<file path="config.mk">
export PLATFORM = sky130hd
export DESIGN_NAME = avg_dec
export DESIGN_NICKNAME = d
export VERILOG_FILES = /design/src/rtl/avg_dec_pkg.sv /design/src/rtl/avg_dec_ctrl.sv /design/src/rtl/avg_dec_lane.sv /design/src/rtl/avg_dec.sv
export SDC_FILE = /design/constraint.sdc
export NUM_CORES = 1
export LEC_CHECK = 0
export BUFFER_PORTS_ARGS = -buffer_cell sky130_fd_sc_hd__buf_4
export CELL_PAD_IN_SITES_DETAIL_PLACEMENT = 1
export CELL_PAD_IN_SITES_GLOBAL_PLACEMENT = 1
export CORE_MARGIN = 2
export CORE_UTILIZATION = 52
export DETAILED_ROUTE_END_ITERATION = 6
export PLACE_DENSITY_LB_ADDON = 0.08
export SYNTH_ARGS = -nofsm -noshare
export SYNTH_HDL_FRONTEND = slang
export SYNTH_SLANG_ARGS = --single-unit
</file>
<file path="constraint.sdc">
create_clock -name clk_i -period 13.4 [get_ports clk_i]
set_input_delay 1.34 -clock clk_i [delete_from_list [all_inputs] [get_ports clk_i]]
set_output_delay 1.34 -clock clk_i [all_outputs]
set_load 0.01 [all_outputs]
</file>
<file path="src/rtl/avg_dec_pkg.sv">
package avg_dec_pkg;
  localparam int unsigned SEL_W   = 3;
  localparam int unsigned MAX_LOG = 5;
  localparam int unsigned LOG_W   = 3;

  // select code -> log2(window); codes above 4 saturate at 32 samples
  function automatic logic [LOG_W-1:0] sel_to_log(input logic [SEL_W-1:0] sel);
    logic [LOG_W-1:0] r;
    if (sel > SEL_W'(MAX_LOG - 1)) r = LOG_W'(MAX_LOG);
    else                           r = LOG_W'(sel);
    return r;
  endfunction
endpackage

</file>
<file path="src/rtl/avg_dec_ctrl.sv">
module avg_dec_ctrl
  import avg_dec_pkg::*;
(
  input  logic             clk_i,
  input  logic             rst_ni,
  input  logic [SEL_W-1:0] sel_i,
  input  logic             clear_i,
  output logic             flush_o,
  output logic [LOG_W-1:0] log_o
);
  logic [SEL_W-1:0] sel_q;

  always_ff @(posedge clk_i or negedge rst_ni) begin
    if (!rst_ni) sel_q <= '0;
    else         sel_q <= sel_i;
  end

  assign flush_o = clear_i | (sel_i != sel_q);
  assign log_o   = sel_to_log(sel_i);


  sel_change_flush_chk: assert property (@(posedge clk_i) disable iff (!rst_ni)
    (sel_i != $past(sel_i)) |-> flush_o);


  log_sat_chk: assert property (@(posedge clk_i) disable iff (!rst_ni)
    (sel_i[SEL_W-1] && (sel_i[SEL_W-2:0] != '0)) |-> (log_o == LOG_W'(MAX_LOG)));
endmodule

</file>
<file path="src/rtl/avg_dec_lane.sv">
module avg_dec_lane
  import avg_dec_pkg::*;
#(
  parameter int unsigned DATA_W = 18
) (
  input  logic              clk_i,
  input  logic              rst_ni,
  input  logic              flush_i,
  input  logic              take_i,
  input  logic [DATA_W-1:0] data_i,
  input  logic [LOG_W-1:0]  log_i,
  output logic              done_o,
  output logic [DATA_W-1:0] avg_o
);
  localparam int unsigned ACC_W = DATA_W + MAX_LOG;
  localparam int unsigned CNT_W = MAX_LOG;

  logic [ACC_W-1:0] acc_q, acc_base, sum, shifted;
  logic [CNT_W-1:0] cnt_q, cnt_base, last_idx;
  logic [CNT_W:0]   span;

  always_comb begin
    acc_base = flush_i ? '0 : acc_q;
    cnt_base = flush_i ? '0 : cnt_q;
    span     = (CNT_W+1)'(1) << log_i;
    last_idx = CNT_W'(span - 1'b1);
    sum      = acc_base + ACC_W'(data_i);
    shifted  = sum >> log_i;
    done_o   = take_i && (cnt_base == last_idx);
    avg_o    = shifted[DATA_W-1:0];
  end

  always_ff @(posedge clk_i or negedge rst_ni) begin
    if (!rst_ni) begin
      acc_q <= '0;
      cnt_q <= '0;
    end else if (done_o) begin
      acc_q <= '0;
      cnt_q <= '0;
    end else if (take_i) begin
      acc_q <= sum;
      cnt_q <= cnt_base + 1'b1;
    end else begin
      acc_q <= acc_base;
      cnt_q <= cnt_base;
    end
  end


  cnt_bound_chk: assert property (@(posedge clk_i) disable iff (!rst_ni)
    !flush_i |-> (cnt_q <= last_idx));


  acc_fit_chk: assert property (@(posedge clk_i) disable iff (!rst_ni)
    acc_q <= ({{DATA_W{1'b0}}, cnt_q} * {{MAX_LOG{1'b0}}, {DATA_W{1'b1}}}));


  flush_empty_chk: assert property (@(posedge clk_i) disable iff (!rst_ni)
    (flush_i && !take_i) |=> (cnt_q == '0 && acc_q == '0));
endmodule

</file>
<file path="src/rtl/avg_dec.sv">
module avg_dec
  import avg_dec_pkg::*;
#(
  parameter int unsigned DATA_W = 18,
  parameter int unsigned NUM_CH = 4,
  parameter int unsigned CH_W   = (NUM_CH > 1) ? $clog2(NUM_CH) : 1
) (
  input  logic              clk_i,
  input  logic              rst_ni,
  input  logic              valid_i,
  input  logic [CH_W-1:0]   ch_i,
  input  logic [DATA_W-1:0] data_i,
  input  logic [SEL_W-1:0]  avg_sel_i,
  input  logic              clear_i,
  output logic              valid_o,
  output logic [CH_W-1:0]   ch_o,
  output logic [DATA_W-1:0] data_o
);
  logic              flush;
  logic [LOG_W-1:0]  log_sel;
  logic [NUM_CH-1:0] take, done;
  logic [DATA_W-1:0] lane_avg [NUM_CH];
  logic [DATA_W-1:0] avg_mux;
  logic              fire;

  avg_dec_ctrl u_ctrl (
    .clk_i   (clk_i),
    .rst_ni  (rst_ni),
    .sel_i   (avg_sel_i),
    .clear_i (clear_i),
    .flush_o (flush),
    .log_o   (log_sel)
  );

  for (genvar g = 0; g < NUM_CH; g++) begin : g_lane
    assign take[g] = valid_i && !clear_i && (ch_i == CH_W'(g));
    avg_dec_lane #(.DATA_W(DATA_W)) u_lane (
      .clk_i   (clk_i),
      .rst_ni  (rst_ni),
      .flush_i (flush),
      .take_i  (take[g]),
      .data_i  (data_i),
      .log_i   (log_sel),
      .done_o  (done[g]),
      .avg_o   (lane_avg[g])
    );
  end

  always_comb begin
    avg_mux = '0;
    for (int i = 0; i < NUM_CH; i++)
      if (done[i]) avg_mux = avg_mux | lane_avg[i];
    fire = |done;
  end

  always_ff @(posedge clk_i or negedge rst_ni) begin
    if (!rst_ni) begin
      valid_o <= 1'b0;
      ch_o    <= '0;
      data_o  <= '0;
    end else begin
      valid_o <= fire;
      if (fire) begin
        ch_o   <= ch_i;
        data_o <= avg_mux;
      end
    end
  end


  one_lane_chk: assert property (@(posedge clk_i) disable iff (!rst_ni)
    $onehot0(done));


  out_follows_in_chk: assert property (@(posedge clk_i) disable iff (!rst_ni)
    valid_o |-> $past(valid_i && !clear_i));


  pass_through_chk: assert property (@(posedge clk_i) disable iff (!rst_ni)
    (valid_i && !clear_i && avg_sel_i == '0) |=>
      (valid_o && data_o == $past(data_i) && ch_o == $past(ch_i)));


  clear_drop_chk: assert property (@(posedge clk_i) disable iff (!rst_ni)
    clear_i |=> !valid_o);
endmodule

</file>
Yosys cells after proc, flatten, opt, wreduce, memory -nomap -nowiden --
Index checks and enable logic that the tools add are counted.
Word-level totals: register bits after elaboration 136, input bits 27
Cells by class: order comparisons 1, $add $sub $neg 9, bitwise operators 4, muxes and demuxes 29, shift-type cells 5, reductions and logical operators 12, equality and inequality tests 8
Operators with widths (count):
- 2-to-1 mux 23 bit | 12
- adder 23 x 18 -> 23 bit | 4
- >> shifter 23 x 3 -> 18 bit | 4
- 2-to-1 mux 18 bit | 4
- 2-to-1 mux 5 bit | 12
- OR 18 bit | 3
- adder 5 x 1 -> 5 bit, second input constant | 4
- equality test 5 bit | 4
- logical AND 1 bit | 9
- left shift 1 x 3 -> 5 bit, first input constant | 1
- subtractor 5 x 1 -> 5 bit, second input constant | 1
- equality test 2 bit, second input constant | 2
- OR reduction 4 bit | 1
- greater-than comparator 3 bit, second input constant | 1
- 2-to-1 mux 3 bit | 1
- != test 3 bit | 1
- equality test 2 x 1 -> 1 bit, second input constant | 1
- logical NOT 2 bit | 1
- logical NOT 1 bit | 1
- OR 1 bit | 1

Depth between registers and ports, before layout --
Gate-level depths: netlist of the first run.
depth after elaboration 13, gate-level depth with buffers 27, depth with buffers taken out 17

Modules after synthesis --
Synthesis of the first run repeated with hierarchy kept, for this count alone.
Unflattened totals: cells, all modules 1873, area, all modules 15187.1 um^2
Modules (own cells, without submodules):
- avg_dec_lane (g_lane[2].u_lane ...) | area an instance 3498.4 um^2, instances 2, cells each 441
- avg_dec_lane (g_lane[1].u_lane) | area an instance 3538.4 um^2, instances 1, cells each 453
- avg_dec_lane (g_lane[0].u_lane) | area an instance 3392.0 um^2, instances 1, cells each 414
- avg_dec | area an instance 1123.6 um^2, instances 1, cells each 114
- avg_dec_ctrl | area an instance 136.4 um^2, instances 1, cells each 10

Worst setup path before layout of the first run --
OpenSTA, ideal clock, no wires.
kind input-to-reg, start point in avg_sel_i[2], end point reg data_o[11], data arrival time 6.800 ns, slack 6.470 ns, setup time 0.130 ns, data required time 13.270 ns, cell stages on the path 25, cells stage by stage buf_6 xor2_2 nor4_1 buf_2 buf_2 buf_2 buf_2 buf_2 buf_2 clkbuf_1 clkbuf_1 clkbuf_1 and2_1 ha_1 inv_1 fa_1 o22ai_1 a32oi_1 a22oi_4 xnor3_1 mux2i_4 o22ai_1 a221o_1 a2111oi_2 o21ai_1
Between the ends: longest elaborated chain between the ends 13
Ends and longest elaborated chain:
- start: declaration | line avg_dec.sv:13 | input logic [SEL_W-1:0] avg_sel_i,
- branches (longest 13 deep; another with adder 23 x 18 -> 23 bit)
- end signal: assignment | line avg_dec.sv:65 | data_o <= avg_mux;
- end: declaration | line avg_dec.sv:17 | output logic [DATA_W-1:0] data_o
Parallel ways; which one is timed is not known. A chain may end at the register's enable or synchronous reset.

Final worst setup path of the first run --
start point in avg_sel_i[0], end point reg data_o[17]
Same word-level chain as after synthesis.

==> impl_metrics.csv, run 1 <==
group,metric,value,unit
run_status,status,"complete, no violations",
clocking,insertion_delay,0.46,ns
worst_setup_path,crit_type,"in -> reg",
timing,worst_slew_pin_slew,1.08,ns
yosys,yosys-top-cells-area,"dfrtp_1, nand2_1, a21oi_1",
timing,report.final.slew_viol_count,0,
flow_run,maxCapViolations,0,
yosys,synth_fa_ha_area_frac,0.0603,
layout,area.sequential,3400,µm²
pwr,vdd_drop_max,0.103,mV
die,die_y,173,µm
yosys,synth_compound_area_frac,0.280,
yosys,async_flop_share,1.00,
timing,relSlewSlack,0.272,
die,io_pins,48,
yosys,ys_types,88,
worst_setup_path,worst-path-buf-inv,4,
clocking,path_clk_slew,0.07,ns
worst_setup_path,cp_max_fo,86,
timing,finalSetupViolations,0,
global_routing,grt_remaining_overflow,0,
global_routing,grt_first_pass_wirelength,95400,µm
die,die_area,30000,µm²
placement,dp_cells,2340,
yosys,syn_nets,2131,
yosys,yosys_warnings,0,
detailed_routing,vias_per_cell,6.86,
yosys,postSynthAreaPerCell,7.28,µm²
layout,post-route-util,0.571,
placement,gp_congestion,0.995,
die,die_w,173,µm
clocking,htree_levels,4,
timing,setup_tns,0,ns
worst_setup_path,max_stage_delay,0.76,ns
detailed_routing,antenna_left,0,
layout,nets,2070,
worst_setup_path,worst_ep_arrival_time,6.88,ns
detailed_routing,post_drt_wl_per_cell,25.2,µm
pwr,power_density,75.8,nW/µm²
worst_setup_path,cp-startpoint,"avg_sel_i[0]",
yosys,yosysSeqAreaShare,0.229,
yosys,synth-simple-area-share,0.255,
layout,fill_cells,3616,
yosys,yosys.area.top_type,"dfrtp_1",
die,start_util,0.532,
yosys,ys_ff_latch,136,
yosys,synth_cells,2042,
worst_setup_path,critPathLaunchType,"input pin",
layout,fin_cells,2372,
layout,multiInputGateArea,10800,µm²
min_path,min-delay-path-class,"reg -> reg",
layout,diodes,0,
die,fp-row-count,61,
timing,max_freq,153,MHz
worst_setup_path,crit_chain,"buf_4 -> xor2_1 -> buf_4 -> nor4_2 -> buf_4 -> and2_1 -> ha_1 -> inv_1 -> fa_1 -> nand2b_1 -> a21o_1 -> a21bo_2 -> a211oi_1 -> or2_2 -> xor2_1 -> a211oi_1 -> a2111oi_0 -> o211ai_1 -> a22oi_1 -> o31ai_1",
global_routing,grt_pass1_vias,17200,
placement,place_hpwl,41700,µm
clocking,cts_made_buffers,17,
worst_setup_path,endpoint_kind,"flip-flop",
yosys,synthMuxAreaShare,0.0390,
worst_setup_path,worstPathRequired,13.74,ns
detailed_routing,firstDrtPassIters,5,
timing,rsz0062_at_grt,"no",
worst_setup_path,cp_slowest_cell,"buf_4",
global_routing,track_usage,0.402,
worst_setup_path,r2r-start,"u_ctrl.sel_q[2]",
detailed_routing,drt_wl_total,59900,µm
yosys,synth_most_common_cell,"nand2_1",
clocking,postCtsHoldBufs,0,
clocking,cts_root_buf,"clkbuf_16",
clocking,cts.repair.resized,0,
worst_setup_path,cp_top_family,"compound AO/OA/AOI/OAI gates",
layout,syn_to_final_growth,7.36,%
worst_setup_path,rrSetupSlack,7.74,ns
timing,fin_skew,0.0122,ns
timing,finalHoldViolCount,0,
yosys,synth_common_cells,"nand2_1, nor2_1, a21oi_1",
layout,drive_gt1_frac,0.0757,
global_routing,grt_antenna_before_repair,1,
yosys,syn_area,14900,µm²
yosys,yosys_most_used_dff,"dfrtp_1",
detailed_routing,post-route-drc-count,0,
pwr,leakage,6.56,nW
clocking,cts_setup_buffers,0,
global_routing,grt_max_degree,87,
placement,io_buffers,47,
detailed_routing,dr_total_vias,16300,
timing,timing.final.crit_share,0.488,
yosys,synth_edf_count,0,
detailed_routing,drt_iter0_drc,1442,
yosys,yosys.area.top_type_share,0.229,
timing,min_period,6.53,ns
min_path,min_from,"ch_o[1]",
clocking,cts_max_path_buffers,2,
worst_setup_path,crit_path_frequent_cell,"buf_4",
clocking,cts_tree,"done",
clocking,clock-sinks,136,
yosys,synth_xor_area_frac,0.0854,
die,core,27900,µm²
yosys,synth_top_family_by_area,"compound AO/OA/AOI/OAI gates",
cell usage in the layout (no fill, tap or decap), types with 11 or more instances in the layout:
cell type / netlist / layout
nand2_1: 279 / 279
nor2_1: 228 / 227
a21oi_1: 191 / 190
dfrtp_1: 136 / 136
o21ai_0: 103 / 103
and2_1: 84 / 84
xnor2_1: 79 / 79
buf_4: 0 / 73
xor2_1: 59 / 59
ha_1: 58 / 58
nand3_1: 47 / 47
a211oi_1: 45 / 45
inv_1: 41 / 41
o211ai_1: 40 / 40
mux2i_1: 40 / 40
a31oi_1: 35 / 35
nor3_1: 33 / 31
a21o_1: 31 / 30
nand4_1: 25 / 25
nor4_1: 26 / 24
o22ai_1: 20 / 20
clkbuf_16: 0 / 17
o21bai_1: 16 / 16
nand2b_1: 16 / 16
mux2_2: 12 / 12
nor2b_1: 11 / 11
and3_1: 11 / 11
layer usage:
metal	up-vias	share of wire	GRT usage
li1	7265	-	-
met1	8057	0.41	0.507
met2	757	0.47	0.662
met3	192	0.081	0.0820
met4	2	0.043	0.185
met5	-	0.00027	0
power by group:
part | internal (mW) | total (mW) | switching (mW)
combinational | 0.0804 | 0.259 | 0.179
clock | 0.311 | 0.520 | 0.208
sequential | 0.420 | 0.431 | 0.0109
total | 0.812 | 1.21 | 0.398
path summary, 6_finish.rpt:
kind / cells past startpoint / end
setup / recovery: 20 / data_o[17]
min in group asynchronous: 1 / g_lane[0].u_lane.acc_q[6]
setup reg to reg: 18 / data_o[17]
hold reg to reg: 2 / ch_o[1]
max in group asynchronous: 2 / g_lane[2].u_lane.acc_q[20]
hold / removal: 2 / ch_o[1]
worst min-delay path: stages, from the launching register on:
cell and delay [ns]:
dfrtp_1 0.34, nand2_1 0.05, nand3_1 0.08
cells by family after synthesis:
family	count (synthesis)
buffers and inverters	198
xor gates and xnor gates	141
muxes	54
adders and majority gates	71
AOI/OAI and AO/OA	633
and+or+nand+nor	809
DFF	136
cell type report:
type                    count  area share
multi-input cells        1708       0.674
clock buffers              24      0.0308
flip-flops and latches    136       0.213
well taps                 378      0.0296
clock inverters             8     0.00737
repair buffers             74      0.0350
inverters                  44      0.0103
flip-flops by register name, indices dropped and copies added, names as in the netlist:
name / flops
g_lane.u_lane.cnt_q: 20
u_ctrl.sel_q: 3
data_o: 18
g_lane.u_lane.acc_q: 92
valid_o: 1
ch_o: 2
stage by stage:
step | power, mW | hold slack [ns] | cell area [µm²] | setup slack (ns)
after floorplan | 0.595 | 0.507 | 14900 | 6.47
after global placement | 0.682 | 0.454 | 15400 | 6.76
after detailed placement | 0.689 | 0.500 | 15400 | 6.54
after CTS | 1.21 | 0.513 | 16000 | 6.97
after global routing | 1.25 | 0.535 | 16000 | 6.54
final | 1.21 | 0.513 | 16000 | 6.87
No activity file was read; power rests on OpenSTA's default activity.
==> run 2, diff against run 1 <==
--- a/config.mk
+++ b/config.mk
@@ -9,7 +9,7 @@
 export CELL_PAD_IN_SITES_DETAIL_PLACEMENT = 1
 export CELL_PAD_IN_SITES_GLOBAL_PLACEMENT = 1
 export CORE_MARGIN = 2
-export CORE_UTILIZATION = 52
+export CORE_UTILIZATION = 48
 export DETAILED_ROUTE_END_ITERATION = 6
 export PLACE_DENSITY_LB_ADDON = 0.08
 export SYNTH_ARGS = -nofsm -noshare
==> constraint.sdc (replaced) <==
create_clock -name clk_i -period 6.4 [get_ports clk_i]
set_input_delay 0.64 -clock clk_i [delete_from_list [all_inputs] [get_ports clk_i]]
set_output_delay 0.64 -clock clk_i [all_outputs]
set_load 0.01 [all_outputs]
==> run 2 against run 1 <==
Against the previous run: sequential share of layout area shrank 0.17 points; largest cell class unchanged; core utilization shrank 4.4 points; setup slack lost 6.0 ns; sequential power grew 110%; combinational power grew 110%; hold slack lost 0.35 ns; critical path depth shrank 4; final cell count grew 1.3%; first-iteration DRC count shrank 14%; wire length shrank 1.9%.
==> impl_metrics.csv, run 2 (same netlist as run 1, synthesis figures left out) <==
group,metric,value,unit
worst_setup_path,crit_type,"reg -> reg",
clocking,cts_max_path_buffers,2,
die,fp-row-count,64,
die,io_pins,48,
worst_setup_path,reg2reg_depth,16,
worst_setup_path,reg2reg_to,"data_o[15]",
clocking,insertion_delay,0.46,ns
timing,finalSetupViolations,0,
worst_setup_path,worst-path-buf-inv,2,
clocking,cts.repair.resized,0,
clocking,postCtsHoldBufs,0,
pwr,leakage,6.62,nW
run_status,status,"complete, no violations",
timing,worst_slew_pin_slew,1.09,ns
detailed_routing,drt_iter0_drc,1247,
global_routing,grt_pass1_vias,16300,
layout,syn_to_final_growth,8.20,%
timing,setup_ws,0.897,ns
timing,setup_tns,0,ns
min_path,min-delay-path-class,"in -> async",
placement,pre_cts_slack,0.711,ns
clocking,clock-sinks,136,
die,start_util,0.487,
layout,nets,2084,
layout,largest_register_ffs,92,
worst_setup_path,rrSetupSlack,0.90,ns
global_routing,grt_max_degree,77,
pwr,power,2.49,mW
timing,max_freq,182,MHz
flow_run,maxCapViolations,0,
layout,layout_commonest_cell,"nand2_1",
worst_setup_path,worst_ep_arrival_time,5.83,ns
detailed_routing,post_drt_wl_per_cell,24.4,µm
worst_setup_path,crit_chain,"xor2_2 -> nor4_2 -> buf_4 -> buf_4 -> and2_1 -> ha_1 -> nand2_1 -> o21bai_1 -> a221o_1 -> a21oi_1 -> o21ai_0 -> mux2i_1 -> nor4_1 -> nand2_1 -> a311oi_1 -> nand4_1",
detailed_routing,post-route-drc-count,0,
detailed_routing,drt_wl_total,58700,µm
global_routing,grt_remaining_overflow,0,
placement,gp_congestion,0.954,
die,die_area,32400,µm²
timing,fin_skew,0.0119,ns
clocking,path_clk_slew,0.07,ns
die,die_y,180,µm
global_routing,grt_antenna_before_repair,1,
worst_setup_path,cp_top_family,"simple AND/OR/NAND/NOR gates",
global_routing,track_usage,0.361,
layout,fill_cells,3895,
detailed_routing,dr_total_vias,16000,
timing,min_period,5.50,ns
worst_setup_path,critPathLaunchType,"flip-flop",
die,die_w,180,µm
global_routing,grt_first_pass_wirelength,92900,µm
clocking,cts_made_buffers,17,
timing,timing.final.crit_share,0.860,
timing,rsz0062_at_grt,"no",
placement,io_buffers,47,
detailed_routing,firstDrtPassIters,5,
worst_setup_path,r2r-start,"u_ctrl.sel_q[2]",
layout,regMostFlops,"g_lane.u_lane.acc_q",
worst_setup_path,endpoint_kind,"flip-flop",
worst_setup_path,cp_max_fo,43,
die,core,30500,µm²
worst_setup_path,max_stage_delay,0.90,ns
timing,finalHoldViolCount,0,
timing,report.final.slew_viol_count,0,
clocking,htree_levels,4,
worst_setup_path,cp_slowest_cell,"nor4_2",
clocking,cts_tree,"done",
detailed_routing,vias_per_cell,6.65,
layout,final_cell_mix,"nand2_1, nor2_1, a21oi_1",
layout,largestRegisters,"g_lane.u_lane.acc_q x92, g_lane.u_lane.cnt_q x20, data_o x18",
detailed_routing,antenna_left,0,
pwr,power_density,155,nW/µm²
clocking,cts_setup_buffers,0,
clocking,cts_root_buf,"clkbuf_16",
layout,drive_gt1_frac,0.0837,
layout,diodes,0,
pwr,vdd_drop_max,0.205,mV
timing,relSlewSlack,0.273,
placement,place_hpwl,42300,µm
worst_setup_path,worstPathRequired,6.72,ns
run 2: metrics by stage:
step                instance area (µm²)  cells  hold slack (ns)  utilization
floorplan                         14900   2042            0.344            -
global placement                  15500   2372            0.456        0.508
detailed placement                15500   2372            0.478        0.508
CTS                               16100   2404            0.210        0.527
global route                      16100   2404            0.213        0.527
finish                            16100   2404            0.160        0.527
run 2: worst max path at each step:
stage / startpoint / to / depth (start not counted) / slack (ns)
after floorplan: avg_sel_i[2] / data_o[11] / 25 / 0.17
after global placement: avg_sel_i[2] / data_o[15] / 17 / 0.85
after detailed placement: avg_sel_i[2] / data_o[15] / 17 / 0.71
after CTS: u_ctrl.sel_q[2] / data_o[15] / 16 / 1.0
after global routing: u_ctrl.sel_q[2] / data_o[7] / 16 / 0.61
final: u_ctrl.sel_q[2] / data_o[15] / 16 / 0.90
run 2: layout make-up:
type / count / area [µm²] / share of cell area
multi-input cells: 1708 / 10800 / 0.668
flip-flops and latches: 136 / 3400 / 0.212
repair buffers: 88 / 677 / 0.0421
well taps: 396 / 495 / 0.0308
clock buffers: 21 / 470 / 0.0292
inverters: 44 / 165 / 0.0103
clock inverters: 11 / 123 / 0.00762
run 2: power breakdown:
group | internal [mW] | total, mW | switching (mW)
Clock | 0.603 | 1.04 | 0.440
Sequential | 0.880 | 0.903 | 0.0233
Combinational | 0.174 | 0.547 | 0.373
Total | 1.66 | 2.49 | 0.837
run 2: per-layer routing:
layer	GRT usage	wire length, µm	up-vias
li1	-	-	7304
met1	0.467	25200	8002
met2	0.596	27600	546
met3	0.0640	3710	143
met4	0.149	2200	0
met5	0	0	-
==> run 3, diff against run 2 <==
--- a/config.mk
+++ b/config.mk
@@ -5,13 +5,15 @@
 export SDC_FILE = /design/constraint.sdc
 export NUM_CORES = 1
 export LEC_CHECK = 0
+export ABC_AREA = 1
 export BUFFER_PORTS_ARGS = -buffer_cell sky130_fd_sc_hd__buf_4
 export CELL_PAD_IN_SITES_DETAIL_PLACEMENT = 1
 export CELL_PAD_IN_SITES_GLOBAL_PLACEMENT = 1
 export CORE_MARGIN = 2
-export CORE_UTILIZATION = 48
+export CORE_UTILIZATION = 49
 export DETAILED_ROUTE_END_ITERATION = 6
 export PLACE_DENSITY_LB_ADDON = 0.08
+export SLEW_MARGIN = 30
 export SYNTH_ARGS = -nofsm -noshare
 export SYNTH_HDL_FRONTEND = slang
 export SYNTH_SLANG_ARGS = --single-unit
==> constraint.sdc (replaced) <==
create_clock -name clk_i -period 6.5 [get_ports clk_i]
set_input_delay 0.65 -clock clk_i [delete_from_list [all_inputs] [get_ports clk_i]]
set_output_delay 0.65 -clock clk_i [all_outputs]
set_load 0.01 [all_outputs]
==> run 3 against run 2 <==
Against the previous run: via count is 4.1% higher; synthesized cell count is 19% higher; die area is 2.3% lower; clock power is 9.8% lower; setup slack better by 0.50 ns.
==> impl_metrics.csv, run 3 <==
group,metric,value,unit
yosys,yosysSeqAreaShare,0.230,
layout,final_cell_area,15900,µm²
placement,place_hpwl,45600,µm
placement,io_buffers,47,
layout,diodes,0,
yosys,yosys.area.top_type_share,0.230,
worst_setup_path,reg2reg_depth,24,
worst_setup_path,endpoint_kind,"flip-flop",
layout,layout_commonest_cell,"nand2_1",
detailed_routing,drt_iter0_drc,1337,
clocking,insertion_delay,0.46,ns
run_status,status,"complete, no violations",
worst_setup_path,crit_type,"in -> reg",
worst_setup_path,cp_slowest_cell,"buf_4",
detailed_routing,post-route-drc-count,0,
worst_setup_path,critPathLaunchType,"input pin",
clocking,cts_setup_buffers,0,
yosys,synth_most_common_cell,"nand2_1",
pwr,power,2.35,mW
die,io_pins,48,
clocking,path_clk_slew,0.07,ns
yosys,yosys_warnings,0,
yosys,syn_nets,2515,
detailed_routing,wl_met3,3030,µm
timing,setup_tns,0,ns
timing,setup_ws,1.40,ns
die,die_w,178,µm
layout,fill_cells,4248,
detailed_routing,vias_per_cell,5.91,
die,fp-row-count,63,
yosys,synth_common_cells,"nand2_1, inv_1, nand3_1",
timing,worst_hold_slack,0.247,ns
worst_setup_path,cp-startpoint,"avg_sel_i[2]",
clocking,cts_root_buf,"clkbuf_16",
die,die_y,178,µm
yosys,postSynthAreaPerCell,6.11,µm²
global_routing,grt_pass1_vias,17100,
placement,dp_cells,2786,
worst_setup_path,r2r-start,"u_ctrl.sel_q[0]",
yosys,yosys.area.top_type,"dfrtp_1",
timing,finalHoldViolCount,0,
layout,post-route-util,0.535,
global_routing,grt_max_degree,84,
layout,largest_register_ffs,92,
yosys,ys_types,64,
flow_run,maxCapViolations,0,
clocking,clock-sinks,136,
pwr,leakage,8.63,nW
min_path,min-delay-path-class,"in -> async",
timing,finalSetupViolations,0,
worst_setup_path,max_stage_delay,0.62,ns
worst_setup_path,rrSetupSlack,1.86,ns
layout,drive_gt1_frac,0.0927,
worst_setup_path,worst-path-buf-inv,5,
global_routing,grt_antenna_before_repair,1,
layout,fin_cells,2818,
global_routing,grt_remaining_overflow,0,
global_routing,grt_first_pass_wirelength,94100,µm
yosys,synth_cells,2426,
pwr,vdd_drop_max,0.188,mV
die,start_util,0.499,
yosys,synth_edf_count,0,
detailed_routing,antenna_left,0,
clocking,cts.repair.resized,0,
placement,placed_cell_area,15400,µm²
yosys,yosys_most_used_dff,"dfrtp_1",
layout,nets,2504,
global_routing,track_usage,0.391,
yosys,syn_area,14800,µm²
layout,syn_to_final_growth,7.35,%
worst_setup_path,worstPathRequired,6.86,ns
detailed_routing,drt_wl_total,60600,µm
yosys,async_flop_share,1.00,
clocking,cts_tree,"done",
yosys,ys_ff_latch,136,
worst_setup_path,reg2reg_to,"data_o[13]",
die,core,29700,µm²
detailed_routing,post_drt_wl_per_cell,21.5,µm
detailed_routing,wl_met2,27500,µm
layout,regMostFlops,"g_lane.u_lane.acc_q",
worst_setup_path,crit_path_frequent_cell,"nand2_1",
timing,max_freq,196,MHz
detailed_routing,firstDrtPassIters,5,
timing,report.final.slew_viol_count,0,
pwr,power_density,148,nW/µm²
placement,gp_congestion,0.990,
yosys,yosys-top-cells-area,"dfrtp_1, nand2_1, inv_1",
detailed_routing,dr_total_vias,16700,
layout,final_cell_mix,"nand2_1, inv_1, nand3_1",
timing,timing.final.crit_share,0.785,
detailed_routing,routed.top_layer,"met4",
clocking,cts_max_path_buffers,2,
worst_setup_path,cp_top_family,"simple AND/OR/NAND/NOR gates",
timing,min_period,5.10,ns
layout,largestRegisters,"g_lane.u_lane.acc_q x92, g_lane.u_lane.cnt_q x20, data_o x18",
clocking,cts_made_buffers,17,
clocking,postCtsHoldBufs,0,
timing,rsz0062_at_grt,"no",
worst_setup_path,cp_max_fo,67,
worst_setup_path,worst_ep_arrival_time,5.46,ns
timing,worst_slew_pin_slew,0.982,ns
timing,relSlewSlack,0.341,
placement,pre_cts_slack,1.03,ns
detailed_routing,wl_met1,26000,µm
clocking,htree_levels,4,
die,die_area,31700,µm²
timing,fin_skew,0.0119,ns
## run 3: changes by cell type after synthesis, sizes merged, moves of 26 or more
cell    delta
inv      +329
o21ai     +35
nand4     +39
a211oi    -35
a21oi     -69
xnor2     -66
nand3    +227
and2      -82
clkbuf    -74
nand2    +413
a21o      -26
mux2i     -37
## run 3: final cells by class
type,instances,area [µm²],share of cell area
multi-input cells,1813,9540,0.600
flip-flops and latches,136,3400,0.214
inverters,378,1420,0.0893
repair buffers,69,522,0.0328
well taps,390,488,0.0307
clock buffers,20,457,0.0287
clock inverters,12,78.8,0.00496
## run 3: worst max path at each step
| stage | to | depth (start not counted) |
|---|---|---|
| 2_1_floorplan | data_o[7] | 28 |
| 5_1_grt | data_o[9] | 25 |
| 6_report | data_o[13] | 25 |
| 4_1_cts | data_o[13] | 25 |
| 3_5_place_dp | data_o[13] | 25 |
| 3_3_place_gp | data_o[10] | 23 |
## run 3: power breakdown
part	leakage (nW)	internal [mW]	switching (mW)
logic	6.50	0.142	0.382
registers	1.87	0.872	0.0174
clock network	0.261	0.504	0.434
## run 3: worst register-to-register path, cell delays in order, from the launching register on
cell and delay [ns]:
dfrtp_1 0.37, inv_1 0.05, nand2_1 0.05, nand2_1 0.11, nor2_4 0.15, nand2_4 0.24
inv_4 0.55, nand2_1 0.21, inv_1 0.10, ha_1 0.25, nand3_1 0.09, nand2_1 0.08
a21boi_0 0.36, o21bai_1 0.22, a21oi_1 0.32, o21ai_0 0.21, or2_2 0.32, nand3_1 0.14
nand3_1 0.10, o211ai_1 0.12, nor2_1 0.11, nor2_1 0.17, nand3_1 0.12, nand2_1 0.07
inv_1 0.04
## run 3: kinds of logic (layout without fill, tap and decap cells)
| group | Yosys count | in the layout | share of synthesized area |
|---|---|---|---|
| adder cells (fa/ha/maj) | 62 | 62 | 0.0544 |
| multiplexers | 4 | 4 | 0.00270 |
| XOR/XNOR | 62 | 62 | 0.0377 |
| buffers and inverters | 477 | 479 | 0.130 |
| AO/OA/AOI/OAI | 382 | 382 | 0.150 |
| AND/OR/NAND/NOR | 1303 | 1303 | 0.395 |
| flip-flops | 136 | 136 | 0.230 |
## run 3: metal layers
metal | vias to the layer above | global-route usage
met5 | - | 0
met4 | 0 | 0.248
met3 | 170 | 0.0566
met2 | 492 | 0.634
met1 | 8142 | 0.486
li1 | 7851 | -
